$ cat src/rtl/scl_period_gen.sv
module scl_period_gen #(
  parameter int LO_EXT_BIT = 7,
  parameter int HI_EXT_BIT = 6
) (
  input  logic       clk,
  input  logic       rst_n,
  input  logic       enable,
  input  logic       wide_mode,
  input  logic       div2,
  input  logic [7:0] lo_count,
  input  logic [7:0] hi_count,
  input  logic [7:0] ext_bits,
  input  logic       scl_in,
  output logic       scl_oe,
  output logic       fall_stb,
  output logic       rise_stb,
  output logic       mid_stb
);
  localparam int CW = 9;

  typedef enum logic [1:0] {S_IDLE, S_LOW, S_WAIT, S_HIGH} st_t;
  st_t st, nx;

  logic [CW-1:0] cnt, lo_raw, hi_raw, lo_lim, hi_lim, lim;
  logic pre, tick, last;

  assign lo_raw = {wide_mode & ext_bits[LO_EXT_BIT], lo_count};
  assign hi_raw = {wide_mode & ext_bits[HI_EXT_BIT], hi_count};
  assign lo_lim = (lo_raw == '0) ? CW'(1) : lo_raw;
  assign hi_lim = (hi_raw == '0) ? CW'(1) : hi_raw;
  assign lim    = (st == S_HIGH) ? hi_lim : lo_lim;
  assign tick   = div2 ? pre : 1'b1;
  assign last   = tick && (cnt >= lim - CW'(1));

  always_comb begin
    nx = st;
    case (st)
      S_IDLE: if (enable) nx = S_LOW;
      S_LOW:  if (!enable) nx = S_IDLE; else if (last) nx = S_WAIT;
      S_WAIT: if (!enable) nx = S_IDLE; else if (scl_in) nx = S_HIGH;
      S_HIGH: if (!enable) nx = S_IDLE; else if (last) nx = S_LOW;
      default: nx = S_IDLE;
    endcase
  end

  always_ff @(posedge clk or negedge rst_n) begin
    if (!rst_n) begin
      st       <= S_IDLE;
      cnt      <= '0;
      pre      <= 1'b0;
      fall_stb <= 1'b0;
      rise_stb <= 1'b0;
    end else begin
      st       <= nx;
      fall_stb <= (nx == S_LOW)  && (st != S_LOW);
      rise_stb <= (nx == S_HIGH) && (st != S_HIGH);
      if (nx != st || nx == S_IDLE || nx == S_WAIT) begin
        cnt <= '0;
        pre <= 1'b0;
      end else begin
        pre <= ~pre;
        if (tick) cnt <= cnt + CW'(1);
      end
    end
  end

  assign scl_oe  = (st == S_LOW);
  assign mid_stb = (st == S_HIGH) && tick && (cnt == (hi_lim >> 1));

  p_reset_quiet_r1: assert property (@(posedge clk) !rst_n |-> !scl_oe && !fall_stb && !rise_stb);
  p_rise_after_sense_r3: assert property (@(posedge clk) disable iff (!rst_n)
    rise_stb |-> $past(scl_in));
  p_release_off_r10: assert property (@(posedge clk) disable iff (!rst_n)
    !enable |=> !scl_oe);
  p_fall_with_low_r11: assert property (@(posedge clk) disable iff (!rst_n)
    $rose(scl_oe) |-> fall_stb);
  p_fall_single_r11: assert property (@(posedge clk) disable iff (!rst_n)
    fall_stb |=> !fall_stb);
  p_rise_not_low_r4: assert property (@(posedge clk) disable iff (!rst_n)
    rise_stb |-> !scl_oe);
  p_mid_in_high_r9: assert property (@(posedge clk) disable iff (!rst_n)
    mid_stb |-> !scl_oe && !fall_stb);
endmodule

$ cat config.mk
export PLATFORM = sky130hd
export DESIGN_NAME = scl_period_gen
export DESIGN_NICKNAME = d
export VERILOG_FILES = /design/src/rtl/scl_period_gen.sv
export SDC_FILE = /design/constraint.sdc
export NUM_CORES = 1
export LEC_CHECK = 0
export ABC_AREA = 1
export ABC_CLOCK_PERIOD_IN_PS = 2950
export BUFFER_PORTS_ARGS = -buffer_cell sky130_fd_sc_hd__clkbuf_2
export CAP_MARGIN = 20
export CELL_PAD_IN_SITES_DETAIL_PLACEMENT = 0
export CELL_PAD_IN_SITES_GLOBAL_PLACEMENT = 1
export CORE_UTILIZATION = 33
export DETAILED_ROUTE_END_ITERATION = 6
export GPL_ROUTABILITY_DRIVEN = 0
export MAX_ROUTING_LAYER = met4
export PLACE_DENSITY = 0.81
export SYNTH_ARGS = -nofsm -noshare
export SYNTH_HDL_FRONTEND = slang
export SYNTH_SLANG_ARGS = --single-unit
$ cat constraint.sdc
create_clock -name clk -period 2.95 [get_ports clk]
set_input_delay 0.4425 -clock clk [delete_from_list [all_inputs] [get_ports clk]]
set_output_delay 0.4425 -clock clk [all_outputs]
set_load 0.05 [all_outputs]
==> metrics.txt, run 1 <==
R2R Path End fall_stb$_DFF_PN0_; filler instances 423; area after detailed placement 0.00175 mm²; most frequent standard cell in the layout excluding fill and tap cells sky130_fd_sc_hd__nand2_1; floorplan die height between 60 and 70 µm; commonest non-fill, non-tap cells in the layout 40 x sky130_fd_sc_hd__nand2_1, 35 x sky130_fd_sc_hd__inv_1, 35 x sky130_fd_sc_hd__nor2_1, 27 x sky130_fd_sc_hd__clkbuf_2, 22 x sky130_fd_sc_hd__buf_4; layout-stage area growth over the synthesis result 38.8%; data arrival at the endpoint of the critical path around 3.0 ns; n_diodes 0; required time of the worst setup path 3.12 ns; via total after detailed routing 1464; via density per instance between 4 and 5; FP Rows 23; HPWL reported at the end of detailed placement 2810 µm; number of distinct library cell variants in the gate-level netlist after synthesis 25; sequence of cells on the critical path nand2_4, or2_1, o21ai_2, ha_2, nand4_1, nor2_2, nand2_1, xor2_2, ha_4, nand2_4, inv_1, a21oi_2, nand4_1, nand2_2, buf_6, nand2_4, nand2_2, nand2_2, nor2_2; area of the multi-input gates 0.00104 mm²; critical path class reg -> reg; number of antenna violations at the first check in global routing 0; Detail Route Antenna Nets 0; Routed WL per cell 11.0 µm; H-tree level count 1; Root Buffer Master sky130_fd_sc_hd__clkbuf_8; synthesis warning total 0; synthesized instance count 217; First-pass DRT Iterations 4; cell with the largest stage delay on the worst path sky130_fd_sc_hd__dfrtp_1; number of ports placed on the die boundary 34; number of buffers and inverters on the critical path 2; post-route total power slightly above 700 µW; clock slew at the register clock pins of the worst setup and hold paths ~0.050 ns; worst min path class in -> async; origin of the critical flop-to-flop path st[0]$_DFF_PN0_; Register-to-Register Setup Slack 0.09 ns; clk_lat worst skew ~0.24 ns; number of synthesized register bits 14; final std cell area, no fill between 0.0015 and 0.002 mm²; number of global-route vias before repair ~1300; post-layout net count ~310; CP max stage delay 0.40 ns; worst clock skew 0.00236 ns; cell types with the largest area share after synthesis sky130_fd_sc_hd__dfrtp_1 25%, sky130_fd_sc_hd__nand2_1 13%, sky130_fd_sc_hd__nor2_1 9.9%; Initial DRC Count 62; share of cells above drive strength 1 34.6%; Reg2Reg Depth 19; Final Critical Period 2.86 ns; CTS tree built; highest attainable clock frequency 350 MHz; wirelength, routed 3500 µm; post-synth top area cell sky130_fd_sc_hd__dfrtp_1; portion of the post-synthesis area used by sequential elements 25.0%; final routed DRC violation total 0; max-cap violation count 0; fraction of synthesized cell area taken by the top area cell type 25.0%; Worst Setup Start Kind register; critical path peak fanout 4; core area 0.00403 mm²; transition time at the pin with the least slew margin 0.357 ns; number of I/O port buffers 27; endpoint class of the critical path register; global route total overflow 0; All-Layer GR Usage 16.6%; maximum number of pins on one net before global-route repair 15; power density over cell area 372 mW/mm²; area taken by flip-flops and latches 350 µm²; peak supply drop 0.248 mV; dominant delay contributor by cell family on the critical path simple AND/OR/NAND/NOR gates; Netlist Area Pre-Place between 0.001 and 0.0015 mm²; RSZ-0062 raised after global routing true; maximum buffer depth of the clock tree 2; number of buffers inserted during clock tree synthesis 3; Relative slew margins 76.2%; Static Leakage 1.04 nW; floorplan die area ~0.0045 mm²; outcome finished clean; number of hold-slack violations in the final timing report 0; Post-Syn Nets 258; first-pass GRT wire length ~5400 µm; Final Max Slew Viols 0; Die X-Extent 67.2 µm; portion of the clock cycle consumed by the worst path in the final layout 96.8%; Clock Sink Count 14; Finish-stage setup viols 0; per-instance average area after synthesis 6.46 µm²; initial standard-cell utilization of the core 34.8%
==> stage by stage <==
step	hold WS (ns)	TNS (ns)	util, %	setup slack (ns)	instances
global placement	0.367	-0.139	43.5	-0.0260	315
floorplan	0.147	0	-	0.201	217
global route	0.129	-0.533	48.3	-0.107	319
CTS	0.111	0	44.6	0.00731	318
detailed placement	0.373	-0.481	43.5	-0.0971	315
finish	0.0976	0	48.3	0.0937	319
==> where the power goes <==
part / leakage, nW / total [mW] / switching, mW / internal (mW)
sequential: 0.191 / 0.238 / 0.0232 / 0.215
combinational: 0.827 / 0.332 / 0.206 / 0.126
clock: 0.0216 / 0.153 / 0.0632 / 0.0902
==> flip-flops by register name (all words and copies together), names as in the netlist <==
register,flops
rise_stb,1
fall_stb,1
st,2
cnt,9
pre,1
==> layout make-up <==
type | count | area share [%]
Timing Repair Buffer | 50 | 16.0
Inverter | 38 | 7.45
Multi-Input combinational cell | 164 | 53.2
Sequential cell | 14 | 18.0
Tap cell | 50 | 3.21
Clock buffer | 3 | 2.12
==> worst register-to-register path, stage by stage, from the launching register on <==
cell and delay, ns:
sky130_fd_sc_hd__dfrtp_1 0.40, sky130_fd_sc_hd__nand2_4 0.09, sky130_fd_sc_hd__or2_1 0.24, sky130_fd_sc_hd__o21ai_2 0.08, sky130_fd_sc_hd__ha_2 0.20, sky130_fd_sc_hd__nand4_1 0.14
sky130_fd_sc_hd__nor2_2 0.16, sky130_fd_sc_hd__nand2_1 0.10, sky130_fd_sc_hd__xor2_2 0.22, sky130_fd_sc_hd__ha_4 0.25, sky130_fd_sc_hd__nand2_4 0.08, sky130_fd_sc_hd__inv_1 0.05
sky130_fd_sc_hd__a21oi_2 0.12, sky130_fd_sc_hd__nand4_1 0.14, sky130_fd_sc_hd__nand2_2 0.14, sky130_fd_sc_hd__buf_6 0.11, sky130_fd_sc_hd__nand2_4 0.03, sky130_fd_sc_hd__nand2_2 0.06
sky130_fd_sc_hd__nand2_2 0.06, sky130_fd_sc_hd__nor2_2 0.11
==> kinds of logic after synthesis <==
logic type	Yosys count	share of synthesized area, %
adders and majority gates	11	9.81
DFF	14	25.0
and+or+nand+nor	125	39.3
xor gates and xnor gates	12	7.49
AOI/OAI and AO/OA	16	7.40
buffers and inverters	39	11.1
==> Yosys cell counts <==
library cell and number:
sky130_fd_sc_hd__nand2_1 47, sky130_fd_sc_hd__nor2_1 37, sky130_fd_sc_hd__inv_1 35, sky130_fd_sc_hd__dfrtp_1 14, sky130_fd_sc_hd__nand3_1 14, sky130_fd_sc_hd__ha_1 11
sky130_fd_sc_hd__xor2_1 8, sky130_fd_sc_hd__nand2_2 7, sky130_fd_sc_hd__nand4_1 7, sky130_fd_sc_hd__nor3_1 6, sky130_fd_sc_hd__o21ai_2 6, sky130_fd_sc_hd__a21oi_1 4
sky130_fd_sc_hd__o21ai_0 4, sky130_fd_sc_hd__xnor2_1 4, sky130_fd_sc_hd__inv_2 2, sky130_fd_sc_hd__or2_2 2, sky130_fd_sc_hd__a31oi_1 1, sky130_fd_sc_hd__buf_6 1
sky130_fd_sc_hd__clkinv_2 1, sky130_fd_sc_hd__nand3_2 1, sky130_fd_sc_hd__nor2_2 1, sky130_fd_sc_hd__nor4_1 1, sky130_fd_sc_hd__o21ai_1 1, sky130_fd_sc_hd__or2_0 1
sky130_fd_sc_hd__or2_1 1
==> layer usage <==
layer,global-route usage [%],wire (µm),vias up
met5,-,0,-
met4,5.59,46,0
met3,1.52,102,5
met2,27.4,1660,27
met1,21.1,1690,642
li1,-,-,790
==> how the worst max path moves through the flow <==
| stage | cells after the start | to | slack, ns | from |
|---|---|---|---|---|
| floorplan | 18 | cnt[0]$_DFFE_PN0P_ | 0.20 | st[0]$_DFF_PN0_ |
| CTS | 18 | cnt[6]$_DFFE_PN0P_ | 0.007 | st[0]$_DFF_PN0_ |
| finish | 19 | fall_stb$_DFF_PN0_ | 0.09 | st[0]$_DFF_PN0_ |
| global route | 19 | fall_stb$_DFF_PN0_ | -0.11 | st[0]$_DFF_PN0_ |
| detailed placement | 18 | cnt[6]$_DFFE_PN0P_ | -0.1 | hi_count[4] |
| global placement | 18 | cnt[1]$_DFFE_PN0P_ | -0.03 | hi_count[4] |
==> what timing repair did <==
| action | in CTS | in global routing |
|---|---|---|
| gates resized for setup | 0 | 31 |
| hold buffers | 0 | 0 |
| endpoints found under the setup margin | 0 | 13 |
| setup buffers | 0 | 2 |
No activity file was read; power rests on OpenSTA's default activity.
==> run 2, diff against run 1 <==
CORE_MARGIN = 5   (was unset)
==> run 2 against run 1 <==
- sequential share of layout area down 0.069 points
- first-iteration DRC count down 52%
- critical path depth increased by 1
- die area grew 25%
- combinational power decreased by 3%
- non-clock buffer count increased by 2
==> metrics.txt, run 2 (synthesis gave the netlist of run 1 again) <==
number of global-route vias before repair 1327 (+4.8%); portion of the clock cycle consumed by the worst path in the final layout 96.3% (-0.51 points); Detail Route Antenna Nets 0 (unchanged); required time of the worst setup path 3.13 ns (about the same); Largest register FFs 9 (unchanged); post-layout net count 315 (+0.96%); power density over cell area 383 mW/mm² (+2.9%); maximum buffer depth of the clock tree 2 (unchanged); most frequent standard cell in the layout excluding fill and tap cells sky130_fd_sc_hd__nand2_1; Static Leakage 1.05 nW (+1.3%); CTS tree built; number of antenna violations at the first check in global routing 0 (unchanged); sequence of cells on the critical path nand2_4, buf_12, nor2_4, o21ai_2, nand2_1, ha_2, nand4_1, nor2_2, nand2_1, xor2_1, ha_1, nand2_2, inv_1, a21oi_2, nand4_1, nand2_2, nand2_1, nand2_1, nand2_2, nor2_2; cell with the largest stage delay on the worst path sky130_fd_sc_hd__dfrtp_1; wirelength, routed 3620 µm (+3.3%); data arrival at the endpoint of the critical path 3.02 ns (about the same); filler instances 436 (+3.1%); layout-stage area growth over the synthesis result 39.3%; final standard cell count with taps included and fillers excluded 323 (+1.3%); Relative slew margins 76.3% (+0.080 points); largest register by flop count cnt; endpoint class of the critical path register; smallest hold slack 0.0911 ns (-0.00652 ns); critical path peak fanout 3 (-1); via density per instance 4.55 (-0.77%); Final Max Slew Viols 0 (unchanged); Root Buffer Master sky130_fd_sc_hd__clkbuf_8; number of hold-slack violations in the final timing report 0 (unchanged); worst min path class in -> async; max-cap violation count 0 (unchanged); worst clock skew 0.00118 ns (-0.00118 ns); floorplan die area 0.00565 mm² (+25%); commonest non-fill, non-tap cells in the layout 43 x sky130_fd_sc_hd__nand2_1, 35 x sky130_fd_sc_hd__inv_1, 33 x sky130_fd_sc_hd__nor2_1, 27 x sky130_fd_sc_hd__clkbuf_2, 23 x sky130_fd_sc_hd__buf_4; area taken by flip-flops and latches 350 µm² (unchanged); H-tree level count 1 (unchanged); origin of the critical flop-to-flop path st[1]$_DFF_PN0_; Clock Sink Count 14 (unchanged); CP max stage delay 0.40 ns (about the same); area of the multi-input gates 0.00100 mm² (-3.3%); All-Layer GR Usage 13.0% (-3.6 points); floorplan die height 75.2 µm (+12%); post-route worst setup slack 0.109 ns (+0.0151 ns); placed cell count 314 (-0.32%); Finish-stage setup viols 0 (unchanged); final routed DRC violation total 0 (unchanged); n_diodes 0 (unchanged); First-pass DRT Iterations 4 (unchanged); global route total overflow 0 (unchanged); Worst Setup Start Kind register; transition time at the pin with the least slew margin 0.355 ns (-0.00120 ns); via total after detailed routing 1471 (+0.48%); clock slew at the register clock pins of the worst setup and hold paths 0.06 ns (about the same); initial standard-cell utilization of the core 34.6% (-0.25 points); share of cells above drive strength 1 34.8% (+0.23 points); setup TNS 0 ns (unchanged); number of ports placed on the die boundary 34 (unchanged); outcome finished clean; largest registers cnt (9), st (2); Die X-Extent 75.2 µm (+12%); maximum number of pins on one net before global-route repair 15 (unchanged); critical path class reg -> reg; number of buffers inserted during clock tree synthesis 3 (unchanged); HPWL reported at the end of detailed placement 2840 µm (+1.0%); core area 0.00406 mm² (+0.71%); Routed WL per cell 11.2 µm (+2.0%); cell seen most often among critical-path stages sky130_fd_sc_hd__nand2_1; highest attainable clock frequency 352 MHz (+0.53%); FP Rows 23 (unchanged); peak supply drop 0.296 mV (+19%); area after detailed placement 0.00176 mm² (+0.29%); number of I/O port buffers 27 (unchanged); beginning of the critical path st[1]$_DFF_PN0_; RSZ-0062 raised after global routing true; Final Critical Period 2.84 ns (-0.0151 ns); first-pass GRT wire length 5530 µm (+2.0%); clk_lat worst skew 0.25 ns (about the same); setup slack after placement -0.0751 ns (+0.0220 ns); Initial DRC Count 30 (-52%); final std cell area, no fill 0.00195 mm² (+0.39%)
==> run 2: changes by cell type in the layout (fill, tap and decap cells not counted), sizes merged <==
cell,previous run,this run
buf,23,25
clkbuf,30,31
nand3,15,16
==> run 2: area by class of cell <==
cell class                 count  share of cell area, %
tap                           50                   3.20
multi-input combinational    165                   51.3
timing repair buffer          52                   17.3
sequential                    14                   17.9
clock buffer                   4                   2.82
inverter                      38                   7.43
==> run 2: layer usage <==
metal | up-vias | global-route usage, % | wire length (µm)
li1 | 791 | - | -
met1 | 651 | 17.1 | 1720
met2 | 24 | 21.2 | 1730
met3 | 5 | 0.801 | 124
met4 | 0 | 4.66 | 46
met5 | - | - | 0
==> run 2: final timing paths <==
kind	slack (ns)	endpoint	cells after the start
max	0.11	fall_stb$_DFF_PN0_	20
min	0.09	fall_stb$_DFF_PN0_	1
max reg2reg	0.11	fall_stb$_DFF_PN0_	20
min reg2reg	0.45	pre$_DFF_PN0_	1
max in group asynchronous	2.60	cnt[8]$_DFFE_PN0P_	1
min in group clk	0.44	rise_stb$_DFF_PN0_	3
==> run 2: repair_timing <==
action,4_1_cts,5_1_grt
resized for setup,0,26
hold buffers,0,0
setup endpoints to repair,0,13
setup buffers,0,4
==> run 2: where the power goes <==
| group | leakage (nW) | internal (mW) | switching [mW] |
|---|---|---|---|
| Clock | 0.0288 | 0.118 | 0.0692 |
| Sequential | 0.191 | 0.215 | 0.0229 |
| Combinational | 0.834 | 0.115 | 0.208 |
==> run 2: critical path: cells and delay by family (launching register included) <==
kind,cells,cell delay [ns]
and+or+nand+nor,13,1.31
adders and majority gates,2,0.53
DFF,1,0.40
buffers and inverters,2,0.19
AOI/OAI and AO/OA,2,0.18
xor gates and xnor gates,1,0.15
==> run 2: metrics by stage <==
stage / total power, mW / util [%]
2_1_floorplan: 0.422 / -
3_3_place_gp: 0.521 / 43.4
3_5_place_dp: 0.520 / 43.4
4_1_cts: 0.709 / 44.7
5_1_grt: 0.797 / 48.2
6_report: 0.748 / 48.2
==> run 3, diff against run 2 <==
CELL_PAD_IN_SITES_DETAIL_PLACEMENT = unset   (was 0)
CELL_PAD_IN_SITES_GLOBAL_PLACEMENT = unset   (was 1)
CORE_UTILIZATION = 48   (was 33)
PLACE_DENSITY = 0.82   (was 0.81)
TNS_END_PERCENT = 5   (was unset)
==> run 3 against run 2 <==
- total power decreased by 11%
- sequential share of layout area increased by 2.0 points
- final cell count decreased by 9.0%
- core utilization increased by 15 points
- die area decreased by 27%
- largest cell class unchanged
- register-to-register slack got worse by 0.07 ns
- first-iteration DRC count increased by 100%
- combinational power decreased by 9.0%
- fmax decreased by 2.5%
- sequential power about the same
- critical endpoint unchanged
- highest routed layer unchanged
- non-clock buffer count decreased by 9
==> metrics.txt, run 3 (synthesis gave the netlist of run 1 again) <==
outcome finished clean; post-route total power 667 µW (-11%); via density per instance 4.83 (+6.1%); Net Switching 273 µW (-9.0%); All-Layer GR Usage 16.1% (+3.1 points); critical path class reg -> reg; maximum number of pins on one net before global-route repair 15 (unchanged); utilization after layout 63.6% (+15 points); origin of the critical flop-to-flop path st[1]$_DFF_PN0_; FP Rows 19 (-17%); Clock Sink Count 14 (unchanged); filler instances 249 (-43%); number of I/O port buffers 27 (unchanged); maximum buffer depth of the clock tree 2 (unchanged); largest register by flop count cnt; critical path peak fanout 5 (+2); power density over cell area 377 mW/mm² (-1.5%); CTS tree built; Final Critical Period 2.91 ns (+0.0727 ns); highest attainable clock frequency 343 MHz (-2.5%); n_diodes 0 (unchanged); data arrival at the endpoint of the critical path 3.12 ns (+0.10 ns); number of ports placed on the die boundary 34 (unchanged); post-cts hold buffer count 0 (unchanged); number of hold-slack violations in the final timing report 0 (unchanged); post-route worst setup slack 0.0361 ns (-0.0727 ns); Finish-stage setup viols 0 (unchanged); clk_lat worst skew 0.28 ns (+0.03 ns); first-pass GRT wire length 5260 µm (-4.9%); R2R Path End fall_stb$_DFF_PN0_; Final Max Slew Viols 0 (unchanged); max-cap violation count 0 (unchanged); global route total overflow 0 (unchanged); clock share of power 20.3% (-4.8 points); share of cells above drive strength 1 29.3% (-5.5 points); First-pass DRT Iterations 4 (unchanged); HPWL reported at the end of detailed placement 2670 µm (-6.1%); largest registers cnt (9), st (2); Static Leakage 0.981 nW (-6.9%); via total after detailed routing 1420 (-3.5%); RSZ-0062 raised after global routing true; Largest register FFs 9 (unchanged); floorplan die height 64.1 µm (-15%); Initial DRC Count 61 (+100%); area taken by flip-flops and latches 352 µm² (+0.36%); Root Buffer Master sky130_fd_sc_hd__clkbuf_4; number of antenna violations at the first check in global routing 0 (unchanged); Routed WL per cell 11.2 µm (-0.22%); Sw Share 41.0% (+0.84 points); Relative slew margins 77.2% (+0.94 points); number of buffers inserted during clock tree synthesis 3 (unchanged); floorplan die area 0.00410 mm² (-27%); clock slew at the register clock pins of the worst setup and hold paths 0.08 ns (+0.02 ns); Detail Route Antenna Nets 0 (unchanged); Worst Setup Start Kind register; most frequent standard cell in the layout excluding fill and tap cells sky130_fd_sc_hd__nand2_1; core area 0.00278 mm² (-31%); part of the total power dissipated in combinational logic 44.1% (+0.9 points); endpoint class of the critical path register; post-layout net count 305 (-3.2%); area of the multi-input gates 941 µm² (-6.1%); worst min path class in -> async; portion of the clock cycle consumed by the worst path in the final layout 98.8% (+2.5 points); commonest non-fill, non-tap cells in the layout 44 x sky130_fd_sc_hd__nand2_1, 35 x sky130_fd_sc_hd__inv_1, 34 x sky130_fd_sc_hd__nor2_1, 27 x sky130_fd_sc_hd__clkbuf_2, 16 x sky130_fd_sc_hd__buf_4; number of global-route vias before repair 1314 (-0.98%); Die X-Extent 64.1 µm (-15%); required time of the worst setup path 3.16 ns (+0.03 ns); smallest hold slack 0.0511 ns (-0.0400 ns); worst clock skew 0.00308 ns (+0.00190 ns); portion of total power attributed to sequential cells 35.6% (+3.8 points); H-tree level count 1 (unchanged); setup slack after placement -0.0657 ns (+0.00943 ns); peak supply drop 0.393 mV (+33%); Power Internal 393 µW (-12%); setup TNS 0 ns (unchanged); transition time at the pin with the least slew margin 0.341 ns (-0.0141 ns); Reg2Reg Depth 21 (+5.0%); layout-stage area growth over the synthesis result 26.0%; Register-to-Register Setup Slack 0.04 ns (-0.07 ns); initial standard-cell utilization of the core 50.4% (+16 points); final routed DRC violation total 0 (unchanged); wirelength, routed 3290 µm (-9.2%)
[run 3: changes by cell type in the layout (fill, tap and decap cells not counted), sizes merged]
| cell | before | now |
|---|---|---|
| buf | 25 | 16 |
| nand3 | 16 | 15 |
[run 3: worst max-delay path, cell delays in order (launching register included)]
cell and delay, ns:
sky130_fd_sc_hd__dfrtp_2 0.45, sky130_fd_sc_hd__nand2_4 0.11, sky130_fd_sc_hd__inv_4 0.05, sky130_fd_sc_hd__nor2_2 0.07, sky130_fd_sc_hd__o21ai_1 0.06, sky130_fd_sc_hd__nand2_1 0.09
sky130_fd_sc_hd__ha_2 0.18, sky130_fd_sc_hd__nand4_1 0.12, sky130_fd_sc_hd__nor2_2 0.16, sky130_fd_sc_hd__nand2_1 0.07, sky130_fd_sc_hd__xor2_1 0.16, sky130_fd_sc_hd__ha_1 0.35
sky130_fd_sc_hd__nand2_2 0.10, sky130_fd_sc_hd__inv_1 0.06, sky130_fd_sc_hd__a21oi_2 0.14, sky130_fd_sc_hd__nand4_1 0.14, sky130_fd_sc_hd__nand2_2 0.13, sky130_fd_sc_hd__buf_4 0.11
sky130_fd_sc_hd__nand2_1 0.04, sky130_fd_sc_hd__nand2_1 0.07, sky130_fd_sc_hd__nand2_2 0.06, sky130_fd_sc_hd__nor2_2 0.11
[run 3: what timing repair did]
action                                  CTS  global route
pin swaps                                 0             8
endpoints found under the setup margin    5            13
cloned                                    0             0
gates resized for setup                   0            15
setup buffers                             0             2
[run 3: through the flow]
stage,area [µm²],std cells
2_1_floorplan,1400,217
3_3_place_gp,1670,288
3_5_place_dp,1670,288
4_1_cts,1710,292
5_1_grt,1770,294
6_report,1770,294
[run 3: final cells by class]
type	instances	share of cell area [%]
multi-input combinational	164	53.2
sequential	14	19.9
timing repair buffer	43	14.4
inverter	38	8.21
tap	31	2.19
clock buffer	4	2.05
[run 3: worst max-delay path by stage]
stage	endpoint	start
global placement	cnt[6]$_DFFE_PN0P_	hi_count[4]
global route	fall_stb$_DFF_PN0_	st[1]$_DFF_PN0_
floorplan	cnt[0]$_DFFE_PN0P_	st[0]$_DFF_PN0_
finish	fall_stb$_DFF_PN0_	st[1]$_DFF_PN0_
detailed placement	cnt[6]$_DFFE_PN0P_	hi_count[4]
CTS	cnt[6]$_DFFE_PN0P_	st[1]$_DFF_PN0_
[run 3: power groups by stage]
| stage | clock network [mW] | registers (mW) | logic [mW] |
|---|---|---|---|
| final | 0.135 | 0.237 | 0.294 |
| after detailed placement | 0 | 0.238 | 0.277 |
| after CTS | 0.140 | 0.234 | 0.279 |
| after global routing | 0.146 | 0.240 | 0.333 |
| after global placement | 0 | 0.237 | 0.271 |
| after floorplan | 0 | 0.259 | 0.163 |
[run 3: per-layer routing]
| layer | global-route usage, % | share of wire [%] |
|---|---|---|
| met1 | 19.5 | 48 |
| met5 | - | 0 |
| met2 | 27.9 | 47 |
| met3 | 1.93 | 3.9 |
| met4 | 4.68 | 0.70 |
